### src/rtl/fbus_pkg.sv
package fbus_pkg;
  typedef enum logic [3:0] {
    S_IDLE,
    S_PRE,
    S_HOLD,
    S_CAPT,
    S_RST,
    S_POST,
    S_LOW,
    S_HIGH,
    S_VALID
  } fbus_state_e;
endpackage

### src/rtl/fbus_timer.sv
module fbus_timer #(
  parameter int TW = 10
) (
  input  logic          clk,
  input  logic          rst,
  input  logic          ld,
  input  logic [TW-1:0] ld_val,
  output logic [TW-1:0] cnt,
  output logic          zero
);
  always_ff @(posedge clk) begin
    if (rst)              cnt <= '0;
    else if (ld)          cnt <= ld_val;
    else if (cnt != '0)   cnt <= cnt - 1'b1;
  end

  assign zero = (cnt == '0);
endmodule

### src/rtl/fbus_sampler.sv
module fbus_sampler #(
  parameter int BW = 8
) (
  input  logic          clk,
  input  logic          rst,
  input  logic          en,
  input  logic          din,
  output logic [BW-1:0] word
);
  // first captured bit ends up in the most significant position
  always_ff @(posedge clk) begin
    if (rst)     word <= '0;
    else if (en) word <= {word[BW-2:0], din};
  end
endmodule

### src/rtl/fbus_master.sv
module fbus_master
  import fbus_pkg::*;
#(
  parameter int CLK_HZ     = 1_000_000,
  parameter int FAST_HZ    = 5000,
  parameter int SLOW_HZ    = 1300,
  parameter int HOLD_US    = 100,
  parameter int MAX_SLAVES = 32,
  parameter int NW         = $clog2(MAX_SLAVES + 1)
) (
  input  logic          clk,
  input  logic          rst,
  input  logic          start,
  input  logic          sel_slow,
  input  logic [NW-1:0] num_slaves,
  output logic          fb_clk,
  output logic          fb_load,
  output logic          fb_reset,
  input  logic          fb_data,
  output logic [7:0]    rx_byte,
  output logic          rx_valid,
  input  logic          rx_ready,
  output logic          busy
);
  localparam int HALF_FAST = CLK_HZ / (2 * FAST_HZ);
  localparam int HALF_SLOW = CLK_HZ / (2 * SLOW_HZ);
  localparam int HOLD_CYC  = (CLK_HZ / 1000) * HOLD_US / 1000;
  localparam int HMAX      = (HALF_SLOW > HALF_FAST) ? HALF_SLOW : HALF_FAST;
  localparam int DMAX      = (2 * HMAX > HOLD_CYC) ? 2 * HMAX : HOLD_CYC;
  localparam int TW        = $clog2(DMAX + 1);

  fbus_state_e   st, nxt;
  logic [TW-1:0] half_q, h_eff, two_h, tmr_cnt, ld_val;
  logic          tmr_ld, tmr_zero, samp;
  logic [2:0]    bit_idx;
  logic [NW-1:0] left_q, req_cnt;

  always_comb begin
    if (num_slaves == '0)                    req_cnt = NW'(1);
    else if (num_slaves > NW'(MAX_SLAVES))   req_cnt = NW'(MAX_SLAVES);
    else                                     req_cnt = num_slaves;
  end

  assign h_eff = (st == S_IDLE) ? (sel_slow ? TW'(HALF_SLOW) : TW'(HALF_FAST)) : half_q;
  assign two_h = (h_eff << 1) - 1'b1;

  always_comb begin
    nxt    = st;
    tmr_ld = 1'b0;
    ld_val = '0;
    case (st)
      S_IDLE:  if (start)    begin nxt = S_PRE;  tmr_ld = 1'b1; ld_val = h_eff - 1'b1; end
      S_PRE:   if (tmr_zero) begin nxt = S_HOLD; tmr_ld = 1'b1; ld_val = TW'(HOLD_CYC - 1); end
      S_HOLD:  if (tmr_zero) begin nxt = S_CAPT; tmr_ld = 1'b1; ld_val = two_h; end
      S_CAPT:  if (tmr_zero) begin nxt = S_RST;  tmr_ld = 1'b1; ld_val = two_h; end
      S_RST:   if (tmr_zero) begin nxt = S_POST; tmr_ld = 1'b1; ld_val = two_h; end
      S_POST:  if (tmr_zero) begin nxt = S_LOW;  tmr_ld = 1'b1; ld_val = h_eff - 1'b1; end
      S_LOW:   if (tmr_zero) begin nxt = S_HIGH; tmr_ld = 1'b1; ld_val = h_eff - 1'b1; end
      S_HIGH:  if (tmr_zero) begin
                 if (bit_idx == 3'd7) nxt = S_VALID;
                 else begin nxt = S_LOW; tmr_ld = 1'b1; ld_val = h_eff - 1'b1; end
               end
      S_VALID: if (rx_ready) begin
                 if (left_q == NW'(1)) nxt = S_IDLE;
                 else begin nxt = S_LOW; tmr_ld = 1'b1; ld_val = h_eff - 1'b1; end
               end
      default: nxt = S_IDLE;
    endcase
  end

  // one capture per bit, at the middle of the clock-low half
  assign samp = (st == S_LOW) && (tmr_cnt == (half_q - 1'b1 - (half_q >> 1)));

  fbus_timer #(.TW(TW)) u_tmr (
    .clk    (clk),
    .rst    (rst),
    .ld     (tmr_ld),
    .ld_val (ld_val),
    .cnt    (tmr_cnt),
    .zero   (tmr_zero)
  );

  fbus_sampler #(.BW(8)) u_smp (
    .clk  (clk),
    .rst  (rst),
    .en   (samp),
    .din  (fb_data),
    .word (rx_byte)
  );

  always_ff @(posedge clk) begin
    if (rst) begin
      st       <= S_IDLE;
      half_q   <= TW'(HALF_FAST);
      bit_idx  <= '0;
      left_q   <= '0;
      fb_clk   <= 1'b1;
      fb_load  <= 1'b0;
      fb_reset <= 1'b0;
      rx_valid <= 1'b0;
      busy     <= 1'b0;
    end else begin
      st <= nxt;
      if (st == S_IDLE && start) begin
        half_q  <= h_eff;
        left_q  <= req_cnt;
        bit_idx <= '0;
      end
      if (st == S_HIGH && tmr_zero) bit_idx <= bit_idx + 1'b1;
      if (st == S_VALID && rx_ready) left_q <= left_q - 1'b1;
      fb_clk   <= !(nxt == S_PRE || nxt == S_HOLD || nxt == S_LOW);
      fb_load  <= (nxt == S_HOLD || nxt == S_CAPT || nxt == S_RST || nxt == S_POST);
      fb_reset <= (nxt == S_RST);
      rx_valid <= (nxt == S_VALID);
      busy     <= (nxt != S_IDLE);
    end
  end
endmodule

### config.mk
export PLATFORM = sky130hd
export DESIGN_NAME = fbus_master
export DESIGN_NICKNAME = d
export VERILOG_FILES = /design/src/rtl/fbus_pkg.sv /design/src/rtl/fbus_timer.sv /design/src/rtl/fbus_sampler.sv /design/src/rtl/fbus_master.sv
export SDC_FILE = /design/constraint.sdc
export NUM_CORES = 1
export LEC_CHECK = 0
export ABC_CLOCK_PERIOD_IN_PS = 3000
export BUFFER_PORTS_ARGS = -buffer_cell sky130_fd_sc_hd__buf_4
export CORE_AREA = 2 2 90 70
export DETAILED_ROUTE_END_ITERATION = 8
export DIE_AREA = 0 0 92 72
export PLACE_DENSITY = 0.73
export SETUP_SLACK_MARGIN = 0.1
export SYNTH_ARGS = -nofsm -noshare
export SYNTH_HDL_FRONTEND = slang
export SYNTH_SLANG_ARGS = --single-unit
### constraint.sdc
create_clock -name clk -period 3 [get_ports clk]
set_input_delay 0.75 -clock clk [delete_from_list [all_inputs] [get_ports clk]]
set_output_delay 0.75 -clock clk [all_outputs]
set_load 0.005 [all_outputs]
### Word-level counts from Yosys, hierarchy flattened

Index checks and enable logic that the tools add are counted.

* $add $sub $neg: 7
* $lt $le $gt $ge: 1
* equality and inequality tests: 18
* muxes and demuxes: 38
* reduce and logical (&&, ||, !) cells: 21

Operators with widths (number)
* $mux W10: 10
* $pmux W10 S6: 1
* $mux W4: 10
* $sub A10 B1 Y10 const B: 4
* $pmux W4 S9: 1
* $eq A4 B3 Y1 const B: 7
* $mux W6: 4
* $eq A4 B2 Y1 const B: 4
* $eq A10 B10 Y1: 1
* $logic_not A10 Y1: 1
* $reduce_bool A10 Y1: 1
* $sub A10 B9 Y10: 1
* $mux W3: 3
* $mux W9: 1
* $eq A4 B1 Y1 const B: 2
* $eq A4 B4 Y1 const B: 2
* $mux W7: 1
* $eq A6 B1 Y1 const B: 1
* $gt A6 B6 Y1 const B: 1
* $logic_not A6 Y1: 1
* $mux W1: 6
* $reduce_bool A2 Y1: 3
* $reduce_or A6 Y1: 1
* $sub A6 B1 Y6 const B: 1
* other kinds (10): 17

* register bits: 46
* logic and storage cells: 96

### Logic depth before layout (Yosys ltp)

* depth in word-level cells: 8
* mapped depth: 12
* mapped depth without buffers: 10

### Hierarchy

From an unflattened synthesis, not the netlist that was laid out.

* cell total of the unflattened synthesis: 377
* area total of the unflattened synthesis: 3121.7 µm²

Modules (own cells, without submodules)
* fbus_master: times used 1, cells an instance 278, area an instance 2229.6 µm², seq. area each 560.5 µm²
* fbus_timer: times used 1, cells an instance 73, area an instance 606.8 µm², seq. area each 200.2 µm²
* fbus_sampler: times used 1, cells an instance 26, area an instance 285.3 µm², seq. area each 160.2 µm²

### Worst setup path before layout

Ideal clock, no wire load.

* path kind: reg2reg
* start: register half_q[1]
* end: register u_smp.word[0]
* data arrival time: 2810 ps
* path slack: 118 ps
* stages on the path, launching flop included: 11
* path buffers: 0
* clock period less this slack: 2882 ps
* cell sequence: dfxtp_1 -> inv_1 -> ha_1 -> fa_1 -> a211oi_2 -> o21bai_1 -> or3_1 -> a31oi_1 -> xnor2_1 -> nor4_4 -> mux2i_1

* cells in the longest elaborated chain, start to end: 4

Ends and longest elaborated chain
* start: declaration: RTL line fbus_master.sv:33 `logic [TW-1:0] half_q, h_eff, two_h, tmr_cnt, ld_val;`
* start signal: assignment: RTL line fbus_master.sv:94 `half_q <= TW'(HALF_FAST);`
* $sub A10 B1 Y10: RTL line fbus_master.sv:72 `assign samp = (st == S_LOW) && (tmr_cnt == (half_q - 1'b1 - (half_q >> 1)));`
* $sub A10 B9 Y10 (*): RTL line fbus_master.sv:72
* $eq A10 B10 Y1 (*): RTL line fbus_master.sv:72
* $logic_and A1 B1 Y1 (*): RTL line fbus_master.sv:72
* end signal: assignment: RTL line fbus_sampler.sv:13 `else if (en) word <= {word[BW-2:0], din};`
* end: declaration: RTL line fbus_sampler.sv:8 `output logic [BW-1:0] word`

Mark *: on every way between the ends. The rest lies on a longest branch, timed or not.
A chain may end at the register's enable or synchronous reset.

### Final worst setup path

* start: register u_tmr.cnt[0]
* end: register fb_clk

* cells in the longest elaborated chain, start to end: 7
* elaborated cells on any way between the ends: 15
* classes of those cells: eq/ne: 3; mux: 8; reduce/logical: 4

Ends and longest elaborated chain
* start: declaration: RTL line fbus_timer.sv:8 `output logic [TW-1:0] cnt,`
* start signal: assignment: RTL line fbus_timer.sv:13 `else if (ld) cnt <= ld_val;`
* start signal: assignment: RTL line fbus_timer.sv:14 `else if (cnt != '0) cnt <= cnt - 1'b1;`
* $logic_not A10 Y1 (*): RTL line fbus_timer.sv:17 `assign zero = (cnt == '0);`
* $mux W4 (tied with other cells): RTL line fbus_master.sv:59 `S_HIGH: if (tmr_zero) begin`
* $pmux W4 S9 (*): RTL line fbus_master.sv:51 `case (st)`
* $eq A4 B1 Y1 / $eq A4 B2 Y1 (equally long branches): RTL line fbus_master.sv:111 `fb_clk <= !(nxt == S_PRE || nxt == S_HOLD || nxt == S_LOW);`
* $logic_or A1 B1 Y1: RTL line fbus_master.sv:111
* $logic_or A1 B1 Y1 (*): RTL line fbus_master.sv:111
* $logic_not A1 Y1 (*): RTL line fbus_master.sv:111
* end signal: assignment: RTL line fbus_master.sv:111
* end: declaration: RTL line fbus_master.sv:16 `output logic fb_clk,`

Marked as above.

==> key figures <==
Critical path
  – End of the worst register-to-register path: fb_clk
  – Critical-path cell list: inv_1 > ha_1 > or4b_2 > or3_1 > nand2_1 > o21ai_0 > a21oi_1 > mux2i_1 > nand3b_1
  – Nature of the critical path startpoint: register
  – Crit-path max FO: 7
  – WP data arrival: 2910 ps
  – WP data required: 3190 ps
  – Slowest Stage Delay on Critical Path: 650 ps
  – FF-to-FF Start: u_tmr.cnt[0]
  – Worst R2R Path Depth: 9
  – CP endpoint kind: register
  – Worst reg-to-reg setup slack: 280 ps
  – WS Path Type: register to register
  – Crit-path slowest cell: or4b_2

Global routing
  – Met1 Resource Use GR: 0.341
  – Global route overflow: 0
  – Vias in the first global route: 2538
  – GRT met3 Usage: 0.0353
  – Met2 usage: 0.342
  – All-layer global routing usage: 0.228
  – Largest net degree at the start of global routing: 44
  – Initial antenna violation count: 0
  – Global-route wire length before repair: 12000 um
  – GR peak layer: met2

Worst hold path
  – Worst hold stages: 2
  – HP Class: register to register
  – WHS Endpoint: bit_idx[1]
  – Hold Crit Start: bit_idx[1]

Layout
  – # nets final: 429
  – Final core utilization: 0.600
  – Share of layout cells above drive strength 1: 0.142
  – Most frequent cells in the layout: 45 x nor2_1, 45 x dfxtp_1, 33 x buf_4
  – Finished Cell Area: 0.00342 mm^2
  – Non-filler cells in the finished layout: 479
  – Area Overhead vs Synth: 13.0%
  – ANT cells: 0

Timing
  – Tmin final: 2720 ps
  – Worst slew pin tran: 454 ps
  – Period Utilization, post-route: 0.907
  – Fin. Hold Viols: 0
  – Fmax: 0.367 GHz
  – RSZ-0062 raised after global routing: no
  – TNS Setup: 0 ps
  – Setup slack after layout: 278 ps
  – Setup-failing EPs final: 0
  – Slew Limit Fails: 0
  – Max_slew headroom: 0.695
  – Clock skew: 9.62 ps

Clock tree
  – CTS buffer count: 5
  – H-tree depth: 2
  – TritonCTS Sinks: 46
  – Worst-path clk slew: 90 ps
  – CTS max path bufs: 2
  – Root Driver: clkbuf_8
  – Clock latency on the worst-skew pair: 300 ps
  – TritonCTS clock tree: done

Power
  – Internal power: 1240 uW
  – Worst VDD drop: 259 uV
  – Sw frac: 0.367
  – Clock power frac: 0.231
  – P_sw: 721 uW
  – Power per cell area: 573 mW/mm^2
  – Sequential share of power: 0.386
  – Power share of the combinational group: 0.383
  – Lkg Pwr: 0.00137 uW

Place
  – Placed instance count: 470
  – Pre-CTS setup slack: 236 ps
  – Gpl congestion: 0.953
  – Port-buffer cells: 24
  – Area after DPL: 0.00330 mm^2
  – Hpwl dp: 5610 um

Synth
  – Synth Area in Compound Gates: 0.206
  – Post-Synth XOR/XNOR Area: 0.0838
  – Synth area leaders: dfxtp_1 30%, ha_1 6.6%, nor2_1 5.6%
  – Largest family of logic cells by synthesized area: simple AND/OR/NAND/NOR gates
  – Library cells used by synthesis: 56
  – Post-synthesis sequential area ratio: 0.304
  – Syn Inst Count: 375
  – Post-synth EDFFs: 0
  – Syn Nets: 404
  – Yosys warnings: 0
  – Dominant cell type by area after synthesis: dfxtp_1
  – Netlist area before placement: 0.00303 mm^2
  – Mux cell area share after synthesis: 0.0467
  – Avg Synthesized Cell Area: 8.08 um^2
  – Synth Flop Type: dfxtp_1
  – Synth Area in Simple Gates: 0.237
  – #FFs+latches synth: 46
  – Post-synth top area share: 0.304
  – Synth async-reset ratio: 0
  – Post-Synth Adder-Cell Area: 0.0727

Floorplan
  – Die Width: 92 um
  – Core footprint: 0.00571 mm^2
  – Initial Util: 0.531
  – Rows: 24
  – Area of the die: 0.00662 mm^2
  – Die height: 72 um
  – I/O Pins: 25

Detailed routing
  – Via/cell ratio: 5.85
  – Routed WL: 7240 um
  – Antenna-violating nets left: 0
  – Initial DRT Pass Iterations: 5
  – WL per Instance: 15.1 um
  – DRC violations left: 0
  – Vias: 2802
  – Initial drt markers: 300

Outcome
  – Status: finished clean

Run
  – Max cap viols: 0
## stage by stage
stage | hold slack, ps | power [uW]
floorplan | 452 | 1320
global placement | 458 | 1490
detailed placement | 465 | 1510
CTS | 477 | 1950
global route | 503 | 2080
finish | 478 | 1960
## worst max-delay path by stage
stage,to,cells past startpoint,slack (ps),from
6_report,fb_clk,9,280,u_tmr.cnt[0]
5_1_grt,fb_clk,9,160,u_tmr.cnt[1]
4_1_cts,u_smp.word[4],11,210,half_q[1]
3_5_place_dp,u_smp.word[7],11,240,half_q[1]
3_3_place_gp,u_smp.word[2],11,300,half_q[1]
2_1_floorplan,u_smp.word[0],10,120,half_q[1]
## state kept, by name (all words and copies together), names as in the netlist
| register | flops |
|---|---|
| bit_idx | 3 |
| busy | 1 |
| fb_clk | 1 |
| fb_load | 1 |
| fb_reset | 1 |
| half_q | 10 |
| left_q | 6 |
| rx_valid | 1 |
| st | 4 |
| u_smp.word | 8 |
| u_tmr.cnt | 10 |
## layout make-up
class,instances,area (um^2)
Multi-Input combinational cell,293,1960
Clock buffer,7,76.3
Clock inverter,1,30.0
Sequential cell,46,922
Inverter,20,75.1
Fill cell,528,2280
Timing Repair Buffer,34,259
Tap cell,78,97.6
## cells in the mapped netlist (2+ instances only)
cell       n
a211o_1    2
a21o_1     5
a21oi_1   32
a222oi_1   4
a22oi_1    6
a31oi_1    3
and2_1     5
and3_1     3
buf_2      4
clkbuf_1  10
dfxtp_1   46
ha_1      16
inv_1     20
mux2i_1   13
nand2_1   30
nand2b_1  10
nand3_1   13
nand3b_1   2
nand4_1    3
nor2_1    45
nor3_1    12
nor3_2     3
nor4_1     4
o211ai_1   2
o21a_1     2
o21ai_0   15
o21bai_1   5
o31ai_1    2
or3_1      3
or4_1      2
xnor2_1   19
xor2_1    10
## what timing repair did
| action | CTS | global route |
|---|---|---|
| setup endpoints to repair | 0 | 8 |
| hold buffers | 0 | 0 |
| setup buffers | 0 | 1 |
| resized for setup | 0 | 4 |
| hold endpoints to repair | 0 | 0 |
## power groups by stage
stage / Clock [uW] / Combinational (uW) / Sequential (uW)
floorplan: 0 / 587 / 735
global placement: 0 / 724 / 766
detailed placement: 0 / 739 / 767
CTS: 461 / 742 / 753
global route: 485 / 831 / 765
finish: 453 / 753 / 757
## metal layers
layer  vias up  wire, um
met5         -         0
met4         0        93
met3         9       471
met2       109      3010
met1      1300      3670
li1       1384         -
## cell families after synthesis
| family | count (synthesis) |
|---|---|
| xor gates and xnor gates | 29 |
| AOI/OAI and AO/OA | 91 |
| muxes | 14 |
| DFF | 46 |
| adders and majority gates | 17 |
| buffers and inverters | 36 |
| and+or+nand+nor | 142 |
## worst max-delay path, delay by kind of cell, from the launching register on
family,cells,cell delay (ps)
simple gates,4,1310
compound gates,2,400
flops,1,360
mux,1,220
fa+ha+maj,1,190
buf+inv,1,120
Power figures use the tool's default switching activity.
